### config.mk
export PLATFORM = sky130hd
export DESIGN_NAME = pixpan_align
export DESIGN_NICKNAME = d
export VERILOG_FILES = /design/src/rtl/pixpan_pkg.sv /design/src/rtl/pixpan_cfg_latch.sv /design/src/rtl/pixpan_lookahead.sv /design/src/rtl/pixpan_stitch.sv /design/src/rtl/pixpan_align.sv
export SDC_FILE = /design/constraint.sdc
export NUM_CORES = 1
export LEC_CHECK = 0
export BUFFER_PORTS_ARGS = -buffer_cell sky130_fd_sc_hd__buf_2
export CORE_ASPECT_RATIO = 1.25
export CORE_MARGIN = 5
export CORE_UTILIZATION = 60
export DETAILED_ROUTE_END_ITERATION = 8
export PLACE_DENSITY = 0.85
export SETUP_SLACK_MARGIN = 0.15
export SLEW_MARGIN = 10
export SYNTH_ARGS = -nofsm -noshare
export SYNTH_HDL_FRONTEND = slang
export SYNTH_SLANG_ARGS = --single-unit
### constraint.sdc
create_clock -name clk -period 3.2 [get_ports clk]
set_input_delay 0.32 -clock clk [delete_from_list [all_inputs] [get_ports clk]]
set_output_delay 0.32 -clock clk [all_outputs]
set_load 0.1 [all_outputs]
### src/rtl/pixpan_pkg.sv
package pixpan_pkg;
  localparam int unsigned DEPTH_W = 3;

  // log2 of storage bits per pixel for a depth code; codes above 4 act as 16-bit storage
  function automatic logic [2:0] depth_log2(input logic [DEPTH_W-1:0] code);
    logic [2:0] r;
    if (code > 3'd4) r = 3'd4;
    else             r = code;
    return r;
  endfunction
endpackage

### src/rtl/pixpan_cfg_latch.sv
module pixpan_cfg_latch #(
  parameter int unsigned OFS_W = 5
) (
  input  logic                             clk,
  input  logic                             rst_n,
  input  logic                             sof,
  input  logic [OFS_W-1:0]                 ofs_in,
  input  logic [pixpan_pkg::DEPTH_W-1:0]   depth_in,
  output logic [OFS_W-1:0]                 ofs_q,
  output logic [OFS_W-1:0]                 pix_pan
);
  logic [pixpan_pkg::DEPTH_W-1:0] depth_q;
  logic [OFS_W-1:0]               ofs_d;
  logic [pixpan_pkg::DEPTH_W-1:0] depth_d;
  logic                           cap_en;

  always_comb begin
    cap_en  = sof;
    ofs_d   = ofs_in;
    depth_d = depth_in;
  end

  always_ff @(posedge clk or negedge rst_n) begin
    if (!rst_n) begin
      ofs_q   <= '0;
      depth_q <= '0;
    end else if (cap_en) begin
      ofs_q   <= ofs_d;
      depth_q <= depth_d;
    end
  end

  assign pix_pan = ofs_q >> pixpan_pkg::depth_log2(depth_q);
endmodule

### src/rtl/pixpan_lookahead.sv
module pixpan_lookahead #(
  parameter int unsigned WORD_W = 32
) (
  input  logic              clk,
  input  logic              rst_n,
  input  logic              flush,
  input  logic              in_valid,
  input  logic [WORD_W-1:0] in_data,
  output logic              in_ready,
  input  logic              out_ready,
  output logic              out_valid,
  output logic [WORD_W-1:0] held_q,
  output logic              held_vld
);
  logic              take;
  logic              vld_d;
  logic [WORD_W-1:0] word_d;
  logic              word_en;

  always_comb begin
    in_ready  = !flush && (!held_vld || out_ready);
    out_valid = !flush && held_vld && in_valid;
    take      = in_valid && in_ready;
    word_en   = take;
    word_d    = in_data;
    if (flush)     vld_d = 1'b0;
    else if (take) vld_d = 1'b1;
    else           vld_d = held_vld;
  end

  always_ff @(posedge clk or negedge rst_n) begin
    if (!rst_n) held_vld <= 1'b0;
    else        held_vld <= vld_d;
  end

  always_ff @(posedge clk or negedge rst_n) begin
    if (!rst_n)       held_q <= '0;
    else if (word_en) held_q <= word_d;
  end
endmodule

### src/rtl/pixpan_stitch.sv
module pixpan_stitch #(
  parameter int unsigned WORD_W = 32,
  parameter int unsigned SH_W   = 5
) (
  input  logic [WORD_W-1:0] hi_word,
  input  logic [WORD_W-1:0] lo_word,
  input  logic [SH_W-1:0]   shift,
  output logic [WORD_W-1:0] result
);
  localparam int unsigned CAT_W = 2 * WORD_W;

  logic [CAT_W-1:0] stage [0:SH_W];

  assign stage[0] = {hi_word, lo_word};

  // logarithmic shifter: stage k moves by 2**k when its shift bit is set
  for (genvar k = 0; k < SH_W; k++) begin : g_stage
    assign stage[k+1] = shift[k] ? (stage[k] << (1 << k)) : stage[k];
  end

  assign result = stage[SH_W][CAT_W-1:WORD_W];
endmodule

### src/rtl/pixpan_align.sv
module pixpan_align #(
  parameter int unsigned WORD_W = 32
) (
  input  logic                                   clk,
  input  logic                                   rst_n,
  input  logic                                   frame_sof,
  input  logic [$clog2(WORD_W)-1:0]              pan_bits,
  input  logic [pixpan_pkg::DEPTH_W-1:0]         depth_code,
  input  logic                                   din_valid,
  input  logic [WORD_W-1:0]                      din_data,
  output logic                                   din_ready,
  output logic                                   dout_valid,
  output logic [WORD_W-1:0]                      dout_data,
  input  logic                                   dout_ready,
  output logic [$clog2(WORD_W)-1:0]              pan_pixels
);
  localparam int unsigned OFS_W = $clog2(WORD_W);

  logic              rst_meta_q;
  logic              rst_sync_n;
  logic [OFS_W-1:0]  ofs_q;
  logic [WORD_W-1:0] held_q;
  logic              held_vld;

  // asynchronous assert, synchronous release
  always_ff @(posedge clk or negedge rst_n) begin
    if (!rst_n) begin
      rst_meta_q <= 1'b0;
      rst_sync_n <= 1'b0;
    end else begin
      rst_meta_q <= 1'b1;
      rst_sync_n <= rst_meta_q;
    end
  end

  pixpan_cfg_latch #(.OFS_W(OFS_W)) u_cfg (
    .clk      (clk),
    .rst_n    (rst_sync_n),
    .sof      (frame_sof),
    .ofs_in   (pan_bits),
    .depth_in (depth_code),
    .ofs_q    (ofs_q),
    .pix_pan  (pan_pixels)
  );

  pixpan_lookahead #(.WORD_W(WORD_W)) u_look (
    .clk       (clk),
    .rst_n     (rst_sync_n),
    .flush     (frame_sof),
    .in_valid  (din_valid),
    .in_data   (din_data),
    .in_ready  (din_ready),
    .out_ready (dout_ready),
    .out_valid (dout_valid),
    .held_q    (held_q),
    .held_vld  (held_vld)
  );

  pixpan_stitch #(.WORD_W(WORD_W), .SH_W(OFS_W)) u_stitch (
    .hi_word (held_q),
    .lo_word (din_data),
    .shift   (ofs_q),
    .result  (dout_data)
  );
endmodule

---- After elaboration in Yosys (flattened, before gate mapping) ----
Index checks and enable logic that the tools add are counted.
Widths: inputs -> output; s select.
word-level totals
  bits in registers ....................... 43
  latch bits .............................. 0
  bits in writable memories ............... 0
  memory bits (read-only) ................. 0
  input port bits ......................... 45
  output and inout bits ................... 39
  word-level logic and storage cells ...... 24
  memories ................................ 0
cells by class
  add/sub/neg operators ................... 0
  multipliers ............................. 0
  div/mod/pow operators ................... 0
  order comparisons ....................... 1
  eq/ne operators ......................... 0
  shifts and indexed selects .............. 1
  mux-type cells .......................... 8
  bitwise operators ....................... 0
  reductions and logical operators ........ 8
operators by type and width
  kind                number
  $mux 64             5
  $shr 5x3->5         1
  $logic_and 1x1->1   4
  $gt 3x3->1 const B  1
  $mux 3              1
  $logic_not 1->1     2
  $mux 1              2
  $reduce_bool 2->1   1
  $logic_or 1x1->1    1

---- Depth between registers and ports, before layout ----
Gate-level depths: netlist of run 1.
  depth in word-level cells ............... 6
  gate-level depth with buffers ........... 8
  gate-level depth less buffers ........... 4

---- Modules after synthesis ----
A second synthesis of run 1 with hierarchy kept.
unflattened totals
  cells, all modules ...................... 472
  area total of the unflattened synthesis .. 4964.8 um^2
modules (own cells, without submodules)
  module            times used  cells each  area each (um^2)  sequential area each (um^2)
  pixpan_stitch     1           359         3203.1            0.0
  pixpan_lookahead  1           74          1272.5            825.8
  pixpan_cfg_latch  1           36          435.4             200.2
  pixpan_align      1           3           53.8              50.0

---- Worst setup path before layout of run 1 ----
No wires, ideal clock.
  kind .................................... reg-to-output
  start ................................... reg u_cfg.ofs_q[4]
  end ..................................... out pan_pixels[4]
  arrival ................................. 3.686 ns
  path slack .............................. -0.806 ns
  cell stages (with the launch flop) ...... 4
  buffers on the path ..................... 1
  cell sequence ........................... dfrtp_1 > clkbuf_1 > inv_1 > nor4_1
on the way
  word-level cells in the longest chain between the ends .. 1
ends and longest elaborated chain
  element                 RTL line                text
  from (decl)             pixpan_cfg_latch.sv:9   output logic [OFS_W-1:0] ofs_q,
  from (signal assigned)  pixpan_cfg_latch.sv:28  ofs_q <= ofs_d;
  $shr 5x3->5             pixpan_cfg_latch.sv:33  assign pix_pan = ofs_q >> pixpan_pkg::depth_log2(depth_q);
  to (decl)               pixpan_align.sv:15      output logic [$clog2(WORD_W)-1:0] pan_pixels
Every way passes these cells.

---- Worst setup path after layout of run 1 ----
  start ................................... reg u_cfg.ofs_q[1]
  end ..................................... out dout_data[17]
on the way
  word-level cells in the longest chain between the ends .. 4
ends and longest elaborated chain
  element               RTL line             text
  $mux 64 (4 in a row)  pixpan_stitch.sv:18  assign stage[k+1] = shift[k] ? (stage[k] << (1 << k)) : stage[k];
  to (decl)             pixpan_align.sv:13   output logic [WORD_W-1:0] dout_data,
Every way passes these cells.

==> reports/summary.txt, run 1 <==
MaxCap Viol Count -> 0
root buf cell -> clkbuf_8
wire per inst -> 31.35 um
largest net degree at the start of global routing -> 42
post-synth top area share -> 22.58%
FMAX -> 318.9 MHz
power share of the clock group -> 11.2%
switching portion of total power -> 55.86%
Final HPWL DP -> 15.07 mm
most numerous cell in the Yosys netlist -> mux2_2
worst r2r src -> u_look.held_vld
Max Slew Vio Count -> 0
antenna diode count -> 0
die area -> 10060 um^2
cell taking the most area after synthesis -> mux2_2
CTS tree -> done
Mapped Cells -> 474
Peak VDD IR -> 0.0008019 V
CP Data Required Time -> 2.88 ns
Leakage -> 2.490 nW
first-pass GRT wire length -> 29.73 mm
hold_sp -> pan_bits[4]
Design Power -> 0.004122 W
DP Worst Slack -> 0.3168 ns
combinational power share -> 69.9%
Max stage delay on crit path -> 0.49 ns
post-route setup TNS -> 0 ns
top post-synthesis cells by area -> mux2_2 23%, dfrtp_1 22%, mux2i_1 13%
Worst Setup Start Kind -> flop
Port Buffers -> 83
Pre-Repair DR Iteration Count -> 6
initial core utilization -> 62.00%
total grt overflow -> 0
Setup crit start -> u_cfg.ofs_q[1]
layout cells sized above 1 -> 51.71%
CTS H-tree depth -> 2
hold_ws -> 0.1996 ns
final WL -> 20.44 mm
CTS Buf Count -> 5
via count -> 5223
Total GRT Usage -> 37.96%
Main synth FF type -> dfrtp_1
Post-synth EDFFs -> 0
Seq pwr share -> 18.8%
Synth Register Bits -> 43
worst min path class -> input pin to flop
Die H -> 110.9 um
worst slew pin tran -> 0.9346 ns
min Tclk post-route -> 3.135 ns
drt initial violations -> 912
syn nets -> 519
GPL Wtd Cong -> 1.169
Final WS setup -> 0.06462 ns
number of global-route vias before repair -> 4957
Critical-path top delay cell -> mux4_2
Layout area overhead -> 23.73%
final setup violation count -> 0
fin util -> 76.71%
Cell Chain, Critical Path -> buf_6, buf_4, mux4_2, mux2_2, a32oi_1, or3b_1, buf_6
WP data arrival -> 2.82 ns
sequential area share after synthesis -> 22.02%
clock latency on the worst-skew pair -> 0.33 ns
Crit Path Class -> flop to output port
post-route ant nets -> 0
Worst setup EP type -> output port
IO Count -> 84
pwr dens -> 681.6 nW/um^2
Critical Path Most Common Cell -> buf_6
worst-path fanout max -> 7
Internal Power -> 0.001819 W
antenna violations before repair -> 0
RSZ-0062 raised after global routing -> yes
Crit path max-delay family -> multiplexers
Core ar. -> 7883 um^2
async set-reset flop share out of synthesis -> 100.0%
Clock Tree Buf Depth -> 2
worst rel slew slack -> 37.69%
Syn Area/Cell -> 10.31 um^2
Vias/cell -> 8.011
CTS clk-pin slew, worst paths -> 0.10 ns
Post-Syn Area -> 4887 um^2
CTS sink count -> 43
final period utilization -> 97.98%
final hold viol count -> 0
Post-synth top cells -> 98 x mux2_2, 65 x mux2i_1, 43 x dfrtp_1
Synth cell types -> 46
Synth Warn # -> 0
# nets final -> 601
CP bufs+invs -> 3
Switch Pwr -> 0.002302 W
number of fill cells -> 518
status -> completed
die width -> 90.73 um
Post-route DRC -> 0
Row Count -> 36
Layout Skew -> 0.01026 ns
layout by cell type, fill, tap and decap left out, types with 17 or more instances in the layout:
cell type  count
mux2_2        97
buf_2         58
mux2i_1       53
dfrtp_1       38
nand2_1       31
nor2_1        23
o22a_1        23
mux4_2        23
buf_4         23
o22ai_1       17
logic make-up (layout without fill, tap and decap cells):
kind of cell	count (synthesis)	after routing	share of synthesized area, %
mux	186	186	46.49
buf+inv	42	125	4.352
simple gates	102	102	10.62
other cells	1	1	0.07673
compound gates	100	100	16.44
flops	43	43	22.02
through the flow:
stage / instances / cell area (um^2)
2_1_floorplan: 474 / 4997
3_3_place_gp: 634 / 5634
3_5_place_dp: 634 / 5634
4_1_cts: 645 / 5811
5_1_grt: 652 / 6047
6_report: 652 / 6047
metal layers:
| layer | global-route usage (%) | vias to the layer above | part of all wire, % | wire length, um |
|---|---|---|---|---|
| met3 | 10.39 | 193 | 13 | 2653 |
| met5 | 0 | - | 0 | 0 |
| met4 | 24.43 | 0 | 9.4 | 1928 |
| met2 | 58.70 | 539 | 44 | 9060 |
| li1 | - | 2063 | - | - |
| met1 | 46.10 | 2428 | 33 | 6800 |
sequential cells by signal, summed over array words and instances, names as in the netlist:
signal / flops
u_cfg.ofs_q: 5
rst_sync_n: 1
rst_meta_q: 1
u_look.held_q: 32
u_look.held_vld: 1
u_cfg.depth_q: 3
tightest hold or removal path, stage by stage:
cell and delay, ns:
buf_2 0.08, nand2_1 0.04, o21ai_0 0.06
path summary, 6_finish.rpt:
path,end,slack (ns),cells after the start
worst max-delay path,dout_data[17],0.06,7
worst min-delay path,u_cfg.ofs_q[4],0.20,3
worst max register to register,u_look.held_q[26],1.75,4
worst min register to register,rst_sync_n,0.37,0
max in group asynchronous,u_cfg.ofs_q[0],2.10,0
min in group asynchronous,rst_sync_n,0.33,2
what timing repair did:
item                                   4_1_cts  5_1_grt
endpoints found under the hold margin        2        0
pin swaps                                    0        1
gates cloned                                 0        2
setup buffers                                2        5
gates resized for setup                     11       49
setup endpoints to repair                   23       30
hold buffers                                 1        0
power groups by stage:
stage                     sequential [W]  clock, W  combinational (W)
final                           0.000775  0.000463            0.00288
after global placement          0.000770         0            0.00260
after CTS                       0.000767  0.000467            0.00266
after floorplan                 0.000697         0            0.00202
after global routing            0.000782  0.000496            0.00293
after detailed placement        0.000779         0            0.00261
layout make-up:
type	count	area, um^2	area share [%]
sequential	43	1090	18.02
timing repair buffer	111	902.1	14.92
tap	95	118.9	1.966
clock buffer	5	68.82	1.138
inverter	6	25.02	0.4138
clock inverter	3	47.55	0.7863
multi-input combinational	389	3795	62.76
Power figures use the tool's default switching activity.
==> inputs of run 2 (changes only) <==
- clock period: 3.2 -> 3.8 ns (I/O delays scaled with it)
==> reports/summary.txt, run 2 (synthesized netlist as in run 1, its figures left out) <==
antenna violations before repair -> 0
post-route setup TNS -> 0 ns
final setup violation count -> 0
CTS Buf Count -> 5
layout cells sized above 1 -> 44.20%
most frequent cells in the layout -> 98 x mux2_2, 83 x buf_2, 65 x mux2i_1
Clock Tree Buf Depth -> 2
Vias/cell -> 7.500
CTS tree -> done
worst-path fanout max -> 35
Peak VDD IR -> 0.0005068 V
Worst Setup Start Kind -> flop
Port Buffers -> 83
Pre-Repair DR Iteration Count -> 5
root buf cell -> clkbuf_8
worst slew pin tran -> 0.9132 ns
Core ar. -> 7883 um^2
Setup Fix Bufs, Post-CTS -> 0
worst min path class -> input pin to flop
Max Slew Vio Count -> 0
min Tclk post-route -> 3.481 ns
max reg flops -> 32
worst r2r src -> u_look.held_vld
Total GRT Usage -> 35.79%
via count -> 4785
CTS sink count -> 43
Cell Chain, Critical Path -> buf_12, mux4_2, mux2_2, mux2i_1, o221ai_1, buf_2
Post-route DRC -> 0
capturing point of the worst reg2reg path -> u_look.held_q[5]
WHS Endpoint -> u_cfg.ofs_q[2]
antenna diode count -> 0
R2R setup slack -> 2.37 ns
reg2reg path depth -> 4
status -> completed
Final HPWL DP -> 14.08 mm
IO Count -> 84
MaxCap Viol Count -> 0
wire per inst -> 28.55 um
initial core utilization -> 62.00%
CTS H-tree depth -> 2
first-pass GRT wire length -> 28.29 mm
pwr dens -> 558.1 nW/um^2
WHS Path Cells -> 3
WP data arrival -> 3.10 ns
Layout area overhead -> 11.80%
worst rel slew slack -> 39.12%
die width -> 90.73 um
Leakage -> 2.318 nW
Largest Register -> u_look.held_q
drt initial violations -> 663
CTS clk-pin slew, worst paths -> 0.10 ns
hold_sp -> pan_bits[2]
hold_ws -> 0.2668 ns
Max stage delay on crit path -> 0.75 ns
CP Data Required Time -> 3.42 ns
# nets final -> 587
commonest non-fill, non-tap cell in the layout -> mux2_2
Largest regs -> u_look.held_q x32, u_cfg.ofs_q x5, u_cfg.depth_q x3
FMAX -> 287.3 MHz
Design Power -> 0.003049 W
Crit Path Class -> flop to output port
final WL -> 18.21 mm
Worst setup EP type -> output port
largest net degree at the start of global routing -> 42
number of global-route vias before repair -> 4934
RSZ-0062 raised after global routing -> no
clock latency on the worst-skew pair -> 0.32 ns
Layout Skew -> 0.01089 ns
Critical-path top delay cell -> dfrtp_4
Die H -> 110.9 um
final period utilization -> 91.60%
die area -> 10060 um^2
Row Count -> 36
final hold viol count -> 0
GPL Wtd Cong -> 1.052
post-route ant nets -> 0
total grt overflow -> 0
[run 2: changes by cell type in the layout (fill, tap and decap cells not counted), moves of 4 or more]
| cell | change |
|---|---|
| buf_2 | +25 |
| clkbuf_4 | -8 |
| buf_6 | -7 |
| o221ai_1 | +13 |
| buf_12 | -11 |
| mux2i_2 | -8 |
| buf_4 | -11 |
| mux2i_4 | -4 |
| o221ai_2 | -13 |
| mux2i_1 | +12 |
[run 2: layer usage]
metal	routed length, um	up-vias	share of wire (%)	global-route usage (%)
met1	6775	2343	37	45.13
met3	1654	99	9.1	5.635
met2	8532	322	47	57.93
met5	0	-	0	0
li1	-	2021	-	-
met4	1252	0	6.9	19.86
[run 2: metrics by stage]
| step | instances | worst slack, ns | area, um^2 | utilization (%) |
|---|---|---|---|---|
| final | 638 | 0.3191 | 5464 | 69.32 |
| after global routing | 638 | 0.2340 | 5464 | 69.32 |
| after CTS | 638 | 0.3577 | 5464 | 69.32 |
| after detailed placement | 629 | 0.7061 | 5359 | 67.98 |
| after global placement | 629 | 0.7631 | 5359 | 67.98 |
| after floorplan | 474 | 0.4626 | 4898 | - |
[run 2: timing repair]
action / CTS / global route
hold endpoints to repair: 2 / 0
gates resized for setup: 0 / 0
hold buffers: 1 / 0
[run 2: worst max-delay path: cells and delay by family (launching register included)]
kind	cells	cell delay, ns
AO/OA/AOI/OAI	1	0.21
buffers and inverters	2	0.62
flip-flops	1	0.75
multiplexers	3	1.19
[run 2: worst max-delay path by stage]
stage               cells past startpoint  slack [ns]           start             to
CTS                                     6        0.36  u_cfg.ofs_q[1]  dout_data[11]
detailed placement                      6        0.71  u_cfg.ofs_q[1]  dout_data[11]
global placement                        6        0.76  u_cfg.ofs_q[1]  dout_data[11]
floorplan                               6        0.46  u_cfg.ofs_q[1]  dout_data[22]
finish                                  6        0.32  u_cfg.ofs_q[1]  dout_data[11]
global route                            6        0.23  u_cfg.ofs_q[1]  dout_data[11]
[run 2: area by class of cell]
type / instances / area, um^2
multi-input combinational: 389 / 3610
fill: 596 / 2419
sequential: 43 / 1082
timing repair buffer: 97 / 535.5
tap: 95 / 118.9
clock buffer: 7 / 86.33
inverter: 6 / 22.52
clock inverter: 1 / 8.758
[run 2: where the power goes]
part           switching [W]  total, W  internal, W
logic                0.00147   0.00206     0.000588
registers           0.000125  0.000652     0.000527
clock network       0.000184  0.000334     0.000151
total                0.00178   0.00305      0.00127
==> inputs of run 3 (changes only) <==
- CORE_UTILIZATION: 60 -> 58
- PLACE_DENSITY: 0.85 -> 0.82
- clock period: 3.8 -> 3.5 ns (I/O delays scaled with it)
==> reports/summary.txt, run 3 (synthesized netlist as in run 1, its figures left out) <==
worst slew pin tran -> 0.9286 ns
DP Worst Slack -> 0.5467 ns
final setup violation count -> 0
initial core utilization -> 59.31%
antenna violations before repair -> 0
pwr dens -> 602.9 nW/um^2
Final WS setup -> 0.2190 ns
Pre-Repair DR Iteration Count -> 7
worst-path fanout max -> 16
hold_ws -> 0.2352 ns
Total GRT Usage -> 36.54%
root buf cell -> clkbuf_8
MaxCap Viol Count -> 0
Largest Register -> u_look.held_q
min Tclk post-route -> 3.281 ns
R2R setup slack -> 2.03 ns
CTS H-tree depth -> 2
status -> completed
max reg flops -> 32
post-route setup TNS -> 0 ns
die area -> 10370 um^2
Max stage delay on crit path -> 0.74 ns
Clock Tree Buf Depth -> 2
worst rel slew slack -> 38.09%
die width -> 92.11 um
WP data arrival -> 2.93 ns
Cell Chain, Critical Path -> buf_4, nor2b_1, nand2_1, o22a_1, o221ai_1, buf_2
M1 wire length -> 6.843 mm
via count -> 4791
FF+latch area -> 1084 um^2
Leakage -> 2.340 nW
CTS sink count -> 43
first-pass GRT wire length -> 28.72 mm
Crit Path Class -> flop to output port
FMAX -> 304.8 MHz
drt initial violations -> 680
IO Count -> 84
Vias/cell -> 7.463
Final HPWL DP -> 14.47 mm
number of global-route vias before repair -> 4944
Critical-path top delay cell -> dfrtp_1
Worst Setup Start Kind -> flop
Peak VDD IR -> 0.0004558 V
met2 routed WL -> 8.807 mm
commonest non-fill, non-tap cell in the layout -> mux2_2
RSZ-0062 raised after global routing -> no
Layout Skew -> 0.007410 ns
CTS clk-pin slew, worst paths -> 0.09 ns
largest net degree at the start of global routing -> 50
final hold viol count -> 0
CTS tree -> done
Port Buffers -> 83
Layout area overhead -> 12.98%
Highest Signal Layer -> met4
final period utilization -> 93.74%
total grt overflow -> 0
CTS Buf Count -> 5
# nets final -> 589
met3 wire len -> 1.680 mm
clock latency on the worst-skew pair -> 0.32 ns
Worst setup EP type -> output port
Max Slew Vio Count -> 0
multi-input logic area -> 3615 um^2
antenna diode count -> 0
worst min path class -> input pin to flop
wire per inst -> 29.17 um
Row Count -> 37
Post-route DRC -> 0
layout cells sized above 1 -> 45.14%
number of fill cells -> 659
most frequent cells in the layout -> 98 x mux2_2, 83 x buf_2, 65 x mux2i_1
CP Data Required Time -> 3.15 ns
post-route ant nets -> 0
final WL -> 18.73 mm
Largest regs -> u_look.held_q x32, u_cfg.ofs_q x5, u_cfg.depth_q x3
GPL Wtd Cong -> 1.010
Die H -> 112.6 um
Core ar. -> 8240 um^2
run 3: changes by cell type in the layout (fill, tap and decap cells not counted):
cell and delta:
buf_8 +1, buf_12 +2, dfrtp_1 -1, clkinv_2 +1, clkbuf_1 -1, dfrtp_2 +1
buf_4 -1, nor2_2 +2, nor2_1 -2
run 3: layout make-up:
type                            count  share of cell area (%)
Clock buffer                        6                   1.496
Sequential cell                    43                   19.62
Tap cell                           97                   2.198
Timing Repair Buffer               99                   10.56
Inverter                            6                  0.4079
Clock inverter                      2                  0.2493
Multi-Input combinational cell    389                   65.47
run 3: worst paths after layout:
path | cells past startpoint | endpoint | startpoint
worst max-delay path | 6 | dout_data[9] | u_cfg.ofs_q[4]
worst min register to register | 0 | rst_sync_n | rst_meta_q
worst min-delay path | 3 | u_cfg.ofs_q[4] | pan_bits[4]
worst max register to register | 4 | u_look.held_q[14] | u_look.held_vld
max in group asynchronous | 0 | u_cfg.ofs_q[1] | rst_sync_n
min in group asynchronous | 2 | rst_meta_q | rst_n
run 3: metrics by stage:
step	total power [W]	area [um^2]	cells	utilization (%)
after detailed placement	0.002920	5394	632	65.46
after global routing	0.003442	5522	642	67.01
after CTS	0.003287	5500	641	66.75
after global placement	0.002904	5394	632	65.46
after floorplan	0.002438	4898	474	-
final	0.003329	5522	642	67.01
run 3: layer usage:
layer / vias to the layer above / track usage, %
li1: 2032 / -
met1: 2319 / 44.71
met2: 347 / 60.14
met3: 93 / 6.233
met4: 0 / 21.61
met5: - / 0
run 3: where the power goes:
| group | leakage, nW | internal (W) | switching (W) |
|---|---|---|---|
| Combinational | 1.79 | 0.000648 | 0.00160 |
| Sequential | 0.502 | 0.000572 | 0.000142 |
| Clock | 0.0516 | 0.000162 | 0.000202 |
| Total | 2.34 | 0.00138 | 0.00195 |
run 3: repair_timing:
action	4_1_cts	5_1_grt
endpoints found under the hold margin	2	0
resized for setup	0	3
endpoints found under the setup margin	0	23
setup buffers	0	1
hold buffers	1	0
run 3: worst max-delay path, delay by kind of cell (launching register included):
family | cells | cell delay [ns]
compound gates | 2 | 0.44
flops | 1 | 0.74
simple gates | 2 | 0.66
buf+inv | 2 | 0.76
